**src/rtl/i2c_ms_pkg.sv**
```systemverilog
package i2c_ms_pkg;
  localparam int STAT_W = 8;
  localparam int B_LRB  = 0;
  localparam int B_GC   = 1;
  localparam int B_AAS  = 2;
  localparam int B_AL   = 3;
  localparam int B_PIN  = 4;
  localparam int B_BB   = 5;
  localparam int B_TRX  = 6;
  localparam int B_MST  = 7;

  typedef struct packed {
    logic busySet;
    logic busyClr;
    logic flagClr;
    logic alSet;
    logic aasSet;
    logic gcSet;
    logic lrbLoad;
    logic irqRaise;
    logic irqAck;
    logic modeWr;
    logic mstClr;
  } strobe_t;
endpackage

```
**src/rtl/i2c_ms_ctrl.sv**
```systemverilog
module i2c_ms_ctrl
  import i2c_ms_pkg::*;
#(
  parameter int ADDR_W = 8,
  parameter logic [ADDR_W-1:0] GEN_CALL = '0
) (
  input  logic              clk,
  input  logic              rstN,
  input  logic              evStart,
  input  logic              evStop,
  input  logic              evByteDone,
  input  logic              evArbLost,
  input  logic              evAddrMatch,
  input  logic              evAddrRecv,
  input  logic [ADDR_W-1:0] addrByte,
  input  logic              startReq,
  input  logic              wrEn,
  input  logic              wrPinBit,
  input  logic              alFlag,
  input  logic              mstFlag,
  output strobe_t           strb,
  output logic              startGo
);
  logic guardOn;
  logic startBlocked;
  logic arbEffective;

  // Window from START until the byte ends (or STOP)
  always_ff @(posedge clk or negedge rstN) begin
    if (!rstN)                     guardOn <= 1'b0;
    else if (evStart)              guardOn <= 1'b1;
    else if (evByteDone || evStop) guardOn <= 1'b0;
  end

  always_ff @(posedge clk or negedge rstN) begin
    if (!rstN) startGo <= 1'b0;
    else       startGo <= startReq && !guardOn;
  end

  assign startBlocked = startReq && guardOn;
  assign arbEffective = alFlag || evArbLost;

  always_comb begin
    strb          = '0;
    strb.busySet  = evStart;
    strb.busyClr  = evStop;
    strb.flagClr  = evStart;
    strb.alSet    = evArbLost;
    strb.aasSet   = evAddrMatch;
    strb.gcSet    = evAddrRecv && (addrByte == GEN_CALL) && !mstFlag;
    strb.lrbLoad  = evByteDone;
    strb.irqRaise = evByteDone;
    strb.irqAck   = wrEn && wrPinBit;
    strb.modeWr   = wrEn;
    strb.mstClr   = evStop || (evByteDone && arbEffective) || startBlocked;
  end


  dup_start_chk: assert property (@(posedge clk) disable iff (!rstN)
    (startReq && guardOn) |=> !startGo);

  go_cause_chk: assert property (@(posedge clk) disable iff (!rstN)
    startGo |-> $past(startReq));

  go_pulse_chk: assert property (@(posedge clk) disable iff (!rstN)
    (startGo && !startReq) |=> !startGo);
endmodule

```
**src/rtl/i2c_ms_datapath.sv**
```systemverilog
module i2c_ms_datapath
  import i2c_ms_pkg::*;
(
  input  logic              clk,
  input  logic              rstN,
  input  strobe_t           strb,
  input  logic [STAT_W-1:0] wrData,
  input  logic              lastBit,
  output logic [STAT_W-1:0] status,
  output logic              mstFlag,
  output logic              alFlag,
  output logic              irqN
);
  localparam logic [STAT_W-1:0] MODE_MASK =
    STAT_W'((1 << B_MST) | (1 << B_TRX));

  logic [STAT_W-1:0] modeBits;
  logic mst, trx, bb, pinN, al, aas, gc, lrb;

  assign modeBits = wrData & MODE_MASK;

  always_ff @(posedge clk or negedge rstN) begin
    if (!rstN) begin
      mst  <= 1'b0;
      trx  <= 1'b0;
      bb   <= 1'b0;
      pinN <= 1'b1;
      al   <= 1'b0;
      aas  <= 1'b0;
      gc   <= 1'b0;
      lrb  <= 1'b0;
    end else begin
      if (strb.mstClr)      mst <= 1'b0;
      else if (strb.modeWr) mst <= modeBits[B_MST];
      if (strb.modeWr)      trx <= modeBits[B_TRX];

      if (strb.busyClr)      bb <= 1'b0;
      else if (strb.busySet) bb <= 1'b1;

      if (strb.alSet)        al <= 1'b1;
      else if (strb.flagClr) al <= 1'b0;
      if (strb.aasSet)       aas <= 1'b1;
      else if (strb.flagClr) aas <= 1'b0;
      if (strb.gcSet)        gc <= 1'b1;
      else if (strb.flagClr) gc <= 1'b0;

      if (strb.lrbLoad) lrb <= lastBit;

      if (strb.irqRaise)    pinN <= 1'b0;
      else if (strb.irqAck) pinN <= 1'b1;
    end
  end

  always_comb begin
    status        = '0;
    status[B_LRB] = lrb;
    status[B_GC]  = gc;
    status[B_AAS] = aas;
    status[B_AL]  = al;
    status[B_PIN] = pinN;
    status[B_BB]  = bb;
    status[B_TRX] = trx;
    status[B_MST] = mst;
  end

  assign mstFlag = mst;
  assign alFlag  = al;
  assign irqN    = pinN;


  pin_low_chk: assert property (@(posedge clk) disable iff (!rstN)
    strb.irqRaise |=> !irqN);

  pin_hold_chk: assert property (@(posedge clk) disable iff (!rstN)
    (!irqN && !strb.irqAck) |=> !irqN);

  busy_set_chk: assert property (@(posedge clk) disable iff (!rstN)
    (strb.busySet && !strb.busyClr) |=> status[B_BB]);

  mst_clr_chk: assert property (@(posedge clk) disable iff (!rstN)
    strb.mstClr |=> !status[B_MST]);

  ro_stable_chk: assert property (@(posedge clk) disable iff (!rstN)
    (strb.modeWr && !(strb.busySet || strb.busyClr || strb.flagClr ||
      strb.alSet || strb.aasSet || strb.gcSet || strb.lrbLoad))
    |=> $stable({status[B_LRB], status[B_GC], status[B_AAS], status[B_AL], status[B_BB]}));
endmodule

```
**src/rtl/i2c_mode_status.sv**
```systemverilog
module i2c_mode_status
  import i2c_ms_pkg::*;
#(
  parameter int ADDR_W = 8
) (
  input  logic              clk,
  input  logic              rstN,
  input  logic              evStart,
  input  logic              evStop,
  input  logic              evByteDone,
  input  logic              evArbLost,
  input  logic              evAddrMatch,
  input  logic              evAddrRecv,
  input  logic [ADDR_W-1:0] addrByte,
  input  logic              lastBit,
  input  logic              startReq,
  input  logic              wrEn,
  input  logic [STAT_W-1:0] wrData,
  output logic [STAT_W-1:0] rdData,
  output logic              irqN,
  output logic              startGo
);
  strobe_t strb;
  logic    mstFlag;
  logic    alFlag;

  i2c_ms_ctrl #(.ADDR_W(ADDR_W), .GEN_CALL('0)) u_ctrl (
    .clk        (clk),
    .rstN       (rstN),
    .evStart    (evStart),
    .evStop     (evStop),
    .evByteDone (evByteDone),
    .evArbLost  (evArbLost),
    .evAddrMatch(evAddrMatch),
    .evAddrRecv (evAddrRecv),
    .addrByte   (addrByte),
    .startReq   (startReq),
    .wrEn       (wrEn),
    .wrPinBit   (wrData[B_PIN]),
    .alFlag     (alFlag),
    .mstFlag    (mstFlag),
    .strb       (strb),
    .startGo    (startGo)
  );

  i2c_ms_datapath u_dp (
    .clk    (clk),
    .rstN   (rstN),
    .strb   (strb),
    .wrData (wrData),
    .lastBit(lastBit),
    .status (rdData),
    .mstFlag(mstFlag),
    .alFlag (alFlag),
    .irqN   (irqN)
  );
endmodule

```
**config.mk**
```make
export PLATFORM = sky130hd
export DESIGN_NAME = i2c_mode_status
export DESIGN_NICKNAME = d
export VERILOG_FILES = /design/src/rtl/i2c_ms_pkg.sv /design/src/rtl/i2c_ms_ctrl.sv /design/src/rtl/i2c_ms_datapath.sv /design/src/rtl/i2c_mode_status.sv
export SDC_FILE = /design/constraint.sdc
export NUM_CORES = 1
export LEC_CHECK = 0
export BUFFER_PORTS_ARGS = -buffer_cell sky130_fd_sc_hd__buf_2
export CORE_AREA = 4 4 41 43
export CTS_CLUSTER_DIAMETER = 40
export CTS_CLUSTER_SIZE = 16
export DETAILED_ROUTE_END_ITERATION = 10
export DIE_AREA = 0 0 45 47
export HOLD_SLACK_MARGIN = 0.02
export PLACE_DENSITY = 0.71
export SYNTH_ARGS = -nofsm -noshare
export SYNTH_HDL_FRONTEND = slang
export SYNTH_SLANG_ARGS = --single-unit
export TNS_END_PERCENT = 1
```
**constraint.sdc**
```tcl
create_clock -name clk -period 2.4 [get_ports clk]
set_clock_uncertainty 0.15 [all_clocks]
set_input_delay 0.24 -clock clk [delete_from_list [all_inputs] [get_ports clk]]
set_output_delay 0.24 -clock clk [all_outputs]
set_load 0.03 [all_outputs]
```
==> results of run 1 <==
## metal layers
metal  share of wire  routed length, um  GRT usage
met2            0.49                464      0.178
met4               0                  0     0.0351
met5               0                  0          0
met1            0.36                338      0.110
met3            0.15                144     0.0536
## report_power, final
part           internal (mW)  switching [mW]  total [mW]  leakage [nW]
Sequential             0.180         0.00565       0.186         0.120
Clock                 0.0639          0.0511       0.115        0.0150
Combinational         0.0338          0.0425      0.0762         0.206
Total                  0.278          0.0992       0.377         0.340
## worst paths after layout
check | from | endpoint | slack [ps] | cells past startpoint
max reg2reg | u_dp.alFlag | u_dp.mstFlag | 730 | 3
max | evByteDone | u_dp.mstFlag | 540 | 5
min | evArbLost | u_dp.alFlag | 40 | 2
max in group asynchronous | rstN | u_dp.irqN | 1630 | 2
min in group asynchronous | rstN | u_ctrl.guardOn | 210 | 2
min reg2reg | u_dp.aas | u_dp.aas | 330 | 1
## synthesized netlist by cell type
cell type  instances  area (um^2)
a2111oi_2          1         15.0
a21o_1             1         7.51
a21o_2             1         8.76
a21oi_1            1         5.00
a32o_1             1         10.0
buf_4              8         60.1
dfrtp_1            9          225
dfstp_2            1         26.3
inv_1              2         7.51
mux2_2             2         22.5
mux2i_1            1         10.0
nor2_1             4         15.0
nor2b_1            1         6.26
nor4_1             1         6.26
nor4b_1            1         8.76
o21a_1             1         7.51
o31ai_1            1         7.51
## cells by family after synthesis
logic type | synth area share
multiplexers | 0.0724
buffers and inverters | 0.150
AND/OR/NAND/NOR | 0.0808
flip-flops | 0.560
AO/OA/AOI/OAI | 0.136
## sequential cells by signal, summed over array words and instances, names as in the netlist
name            count
u_dp.bb             1
u_ctrl.guardOn      1
u_dp.aas            1
u_dp.mstFlag        1
u_dp.alFlag         1
u_ctrl.startGo      1
u_dp.irqN           1
u_dp.gc             1
u_dp.lrb            1
u_dp.trx            1
## metrics by stage
step	hold WS [ps]	setup WS [ps]	area [um^2]
after global routing	49.0	432	639
after global placement	-41.2	1250	563
final	41.6	543	639
after detailed placement	-44.0	1230	563
after floorplan	-206	1210	449
after CTS	26.7	532	639
## layout make-up
class	instances	area share
clock buffers	4	0.0411
inverters	2	0.0117
multi-input cells	17	0.204
flip-flops and latches	10	0.393
well taps	15	0.0294
repair buffers	36	0.321
## layout by cell type (no fill, tap or decap), drive strengths merged
master       count
a2111oi          1
mux2i            1
clkbuf           4
mux2             2
nor2             4
nor4b            1
a32o             1
buf             31
o21a             1
nor2b            1
dlygate4sd3      5
o31ai            1
a21o             2
nor4             1
dfrtp            9
inv              2
dfstp            1
a21oi            1
## timing repair
| action | in CTS | in global routing |
|---|---|---|
| endpoints found under the hold margin | 13 | 0 |
| hold buffers | 5 | 0 |
| gates resized for setup | 0 | 0 |
==> results by group, run 1 <==
Detailed routing
  • WL final: 947 um
  • DRT antenna net count: 0
  • Initial DRT Pass Iterations: 4
  • Drt wl/cell: 11.3 um
  • Remaining DRCs: 0
  • Via count: roughly 370
  • Via/cell ratio: 4.37
  • Initial DRC count: 4

Worst setup path
  • Crit path max-delay family: buffers and inverters
  • Critical path type: primary input to flip-flop
  • Arrival @ worst endpoint: 1910 ps
  • Crit-path slowest cell: dlygate4sd3_1
  • Worst path cell trace: dlygate4sd3_1 -> buf_2 -> o21a_1 -> a2111oi_2 -> dlygate4sd3_1
  • CP Capture Type: flip-flop
  • CP Data Required Time: 2450 ps
  • CP Buf/Inv Count: 3
  • Crit path max fanout: 4
  • CP max stage delay: 580 ps
  • Most used cell, CP: dlygate4sd3_1
  • Worst Setup Start Kind: primary input

STA
  • RSZ-0062 raised after global routing: false
  • Slew at the pin closest to its max-slew limit: 263 ps
  • Fin crit share: 0.774
  • Final hold violations: 0
  • Final min period: ~1900 ps
  • Slew Limit Fails: 0
  • Setup violators final: 0
  • Max-slew headroom: 0.822
  • Setup TNS: 0 ps
  • FMAX: roughly 540 MHz

Synth
  • Register bit count reported by yosys: 10
  • Syn_nets: 64
  • Synth Cell Area: 449 um^2
  • Avg Cell Area, Syn: around 12 um^2
  • Synth warn: 0
  • Synth Instances: 37
  • Register area share after synthesis: 0.560
  • Netlist cell types: 17

Pwr
  • Leakage: 0.340 nW
  • Power Density: 590 mW/mm^2
  • VDD IR-drop max: ~0.00043 V
  • Power, Total: 377 uW

Clock network
  • Num CTS Buffers: 3
  • Clk Latency, worst-skew pair: 260 ps
  • Post-CTS setup buffers: 0
  • Root buf cell: clkbuf_4
  • TritonCTS clock tree: yes
  • Worst-path clk slew: 60 ps
  • # clock sinks: 10
  • Max clock buf depth: 2
  • H-tree Lvls: 1

Hold path
  • Min-delay worst type: primary input to flip-flop

Floorplan
  • Die area: 0.00212 mm^2
  • Core footprint: 0.00130 mm^2
  • Die Y: roughly 47 um
  • Ports: 37
  • Num rows: 13
  • Die X: 45 um
  • Initial Util: 0.345

Final layout
  • Final #Nets: 97
  • Non-Filler Instances: 84
  • Fill cells: 133
  • FF/Latch Area: about 250 um^2
  • Post-route core utilization: 0.491
  • # diodes: 0
  • Layout cell share with drive strength beyond 1: 0.565
  • Area growth syn-to-layout: 42.3%
  • Area of the multi-input gates: 130 um^2

Global route
  • Pin count of the biggest net entering global routing: 11
  • First-pass GRT wire length: approximately 1.5 mm
  • GRT Total Usage: 0.104
  • GR Overflow Total: 0
  • Initial antenna violation count: 0
  • Number of global-route vias before repair: 389

Placed design
  • Gp weighted congestion: 0.636
  • Inst Count DP: 75
  • IO buf count: 31

Job
  • Max_cap viols: 0

Status
  • Status: finished, final reports clean
Power figures use the tool's default switching activity.
==> inputs of run 2 (changes only) <==
==> constraint.sdc (replaced) <==
create_clock -name clk -period 1.9 [get_ports clk]
set_clock_uncertainty 0.15 [all_clocks]
set_input_delay 0.19 -clock clk [delete_from_list [all_inputs] [get_ports clk]]
set_output_delay 0.19 -clock clk [all_outputs]
set_load 0.03 [all_outputs]
==> results by group, run 2 (synthesized netlist as in run 1, its figures left out) <==
Status
  • Status: finished, final reports clean

STA
  • Setup violators final: 0 (unchanged)
  • Setup TNS: 0 ps (unchanged)
  • Final min period: 1450 ps
  • Slew Limit Fails: 0 (unchanged)
  • Final setup margin: 453 ps (-89.9 ps)
  • Fin crit share: 0.762
  • Final hold violations: 0 (unchanged)
  • Slew at the pin closest to its max-slew limit: 263 ps (-0.255 ps)
  • FMAX: around 700 MHz
  • RSZ-0062 raised after global routing: false
  • Max-slew headroom: 0.822 (about the same)

Detailed routing
  • WL final: 973 um (+2.7%)
  • Drt wl/cell: 11.1 um (-1.9%)
  • Initial DRT Pass Iterations: 1 (-3)
  • Remaining DRCs: 0 (unchanged)
  • Via count: 383 (+4.4%)
  • Initial DRC count: 0 (-4)
  • DRT antenna net count: 0 (unchanged)
  • Via/cell ratio: 4.35 (-0.38%)

Pwr
  • VDD IR-drop max: 0.000377 V (-13%)
  • Leakage: 0.356 nW (+4.5%)
  • Power Density: 716 mW/mm^2 (+21%)

Worst setup path
  • Worst path cell trace: dlygate4sd3_1 -> buf_2 -> nor2_1 -> dlygate4sd3_1
  • Worst Setup Start Kind: primary input
  • CP max stage delay: 550 ps (-30 ps)
  • CP Capture Type: flip-flop
  • Arrival @ worst endpoint: 1500 ps (-410 ps)
  • Most used cell, CP: dlygate4sd3_1
  • CP Data Required Time: 1950 ps (-500 ps)
  • Crit path max fanout: 3 (-1)
  • Critical path type: primary input to flip-flop
  • Crit path max-delay family: buffers and inverters
  • Crit-path slowest cell: dlygate4sd3_1
  • CP Buf/Inv Count: 3 (unchanged)
  • Setup slack, reg-to-reg: 580 ps (-150 ps)

Floorplan
  • Die Y: 47 um (unchanged)
  • Core footprint: 0.00130 mm^2 (unchanged)
  • Ports: 37 (unchanged)
  • Num rows: 13 (unchanged)
  • Die area: 0.00212 mm^2 (unchanged)
  • Initial Util: 0.345 (unchanged)
  • Die X: 45 um (unchanged)

Placed design
  • IO buf count: 31 (unchanged)
  • Worst slack, placed: 752 ps (-477 ps)
  • Gp weighted congestion: 0.636 (about the same)

Clock network
  • Post-CTS setup buffers: 0 (unchanged)
  • Num CTS Buffers: 3 (unchanged)
  • Max clock buf depth: 2 (unchanged)
  • Clk Latency, worst-skew pair: 260 ps (about the same)
  • TritonCTS clock tree: yes
  • Post-cts resize count: 0 (unchanged)
  • # clock sinks: 10 (unchanged)
  • Worst-path clk slew: 60 ps (about the same)
  • Root buf cell: clkbuf_4
  • H-tree Lvls: 1 (unchanged)

Hold path
  • Min-delay worst type: primary input to flip-flop

Global route
  • GR Overflow Total: 0 (unchanged)
  • Number of global-route vias before repair: 424 (+9.0%)
  • GRT Total Usage: 0.112 (+0.00875)
  • Initial antenna violation count: 0 (unchanged)
  • Pin count of the biggest net entering global routing: 11 (unchanged)
  • First-pass GRT wire length: 1.70 mm (+11%)

Final layout
  • Fill cells: 132 (-0.75%)
  • Layout cell share with drive strength beyond 1: 0.534 (-0.0310)
  • Area growth syn-to-layout: 51.3%
  • # diodes: 0 (unchanged)
  • Most common cell after layout, fill and taps aside: buf_2
  • Area of the multi-input gates: 130 um^2 (unchanged)
  • Final #Nets: 101 (+4.1%)
  • Post-route core utilization: 0.522 (+0.0308)
  • FF/Latch Area: 251 um^2 (unchanged)
  • Most frequent cells in the layout: buf_2 (31), dlygate4sd3_1 (9), dfrtp_1 (9)

Job
  • Max_cap viols: 0 (unchanged)
## run 2: area by class of cell
type	count	share of cell area
Tap cell	15	0.0276
Multi-Input combinational cell	17	0.192
Inverter	2	0.0110
Sequential cell	10	0.370
Clock buffer	4	0.0387
Timing Repair Buffer	40	0.361
## run 2: worst paths after layout
kind	start	end	depth (start not counted)
min in group asynchronous	rstN	u_dp.aas	2
setup / recovery	evStop	u_dp.bb	4
hold reg to reg	u_ctrl.guardOn	u_ctrl.startGo	1
max in group asynchronous	rstN	u_dp.irqN	2
setup reg to reg	u_dp.bb	u_dp.bb	3
hold / removal	wrData[4]	u_dp.irqN	3
## run 2: repair_timing
| item | CTS | global route |
|---|---|---|
| endpoints found under the setup margin | 0 | 1 |
| hold buffers | 10 | 0 |
| hold endpoints to repair | 19 | 0 |
## run 2: worst reg2reg max path, stage by stage (launching register included)
cell and delay (ps):
dfrtp_1 370, nor2_1 100, nor2_1 40, dlygate4sd3_1 540
## run 2: per-stage QoR
| step | area [um^2] | hold WS, ps | std cells | power [mW] |
|---|---|---|---|---|
| 2_1_floorplan | 449 | -256 | 37 | 0.300 |
| 3_3_place_gp | 563 | -91.2 | 75 | 0.327 |
| 3_5_place_dp | 563 | -91.3 | 75 | 0.329 |
| 4_1_cts | 689 | 32.2 | 89 | 0.497 |
| 5_1_grt | 679 | 59.3 | 88 | 0.518 |
| 6_report | 679 | 37.7 | 88 | 0.487 |
## run 2: routing by layer
metal / GRT usage / part of all wire
met5: 0 / 0
met4: 0.0526 / 0
met3: 0.0383 / 0.12
met2: 0.186 / 0.48
met1: 0.131 / 0.40
## run 2: where the power goes
part / internal, mW / total, mW / switching, mW
Clock: 0.0809 / 0.148 / 0.0671
Sequential: 0.227 / 0.234 / 0.00713
Combinational: 0.0490 / 0.104 / 0.0552
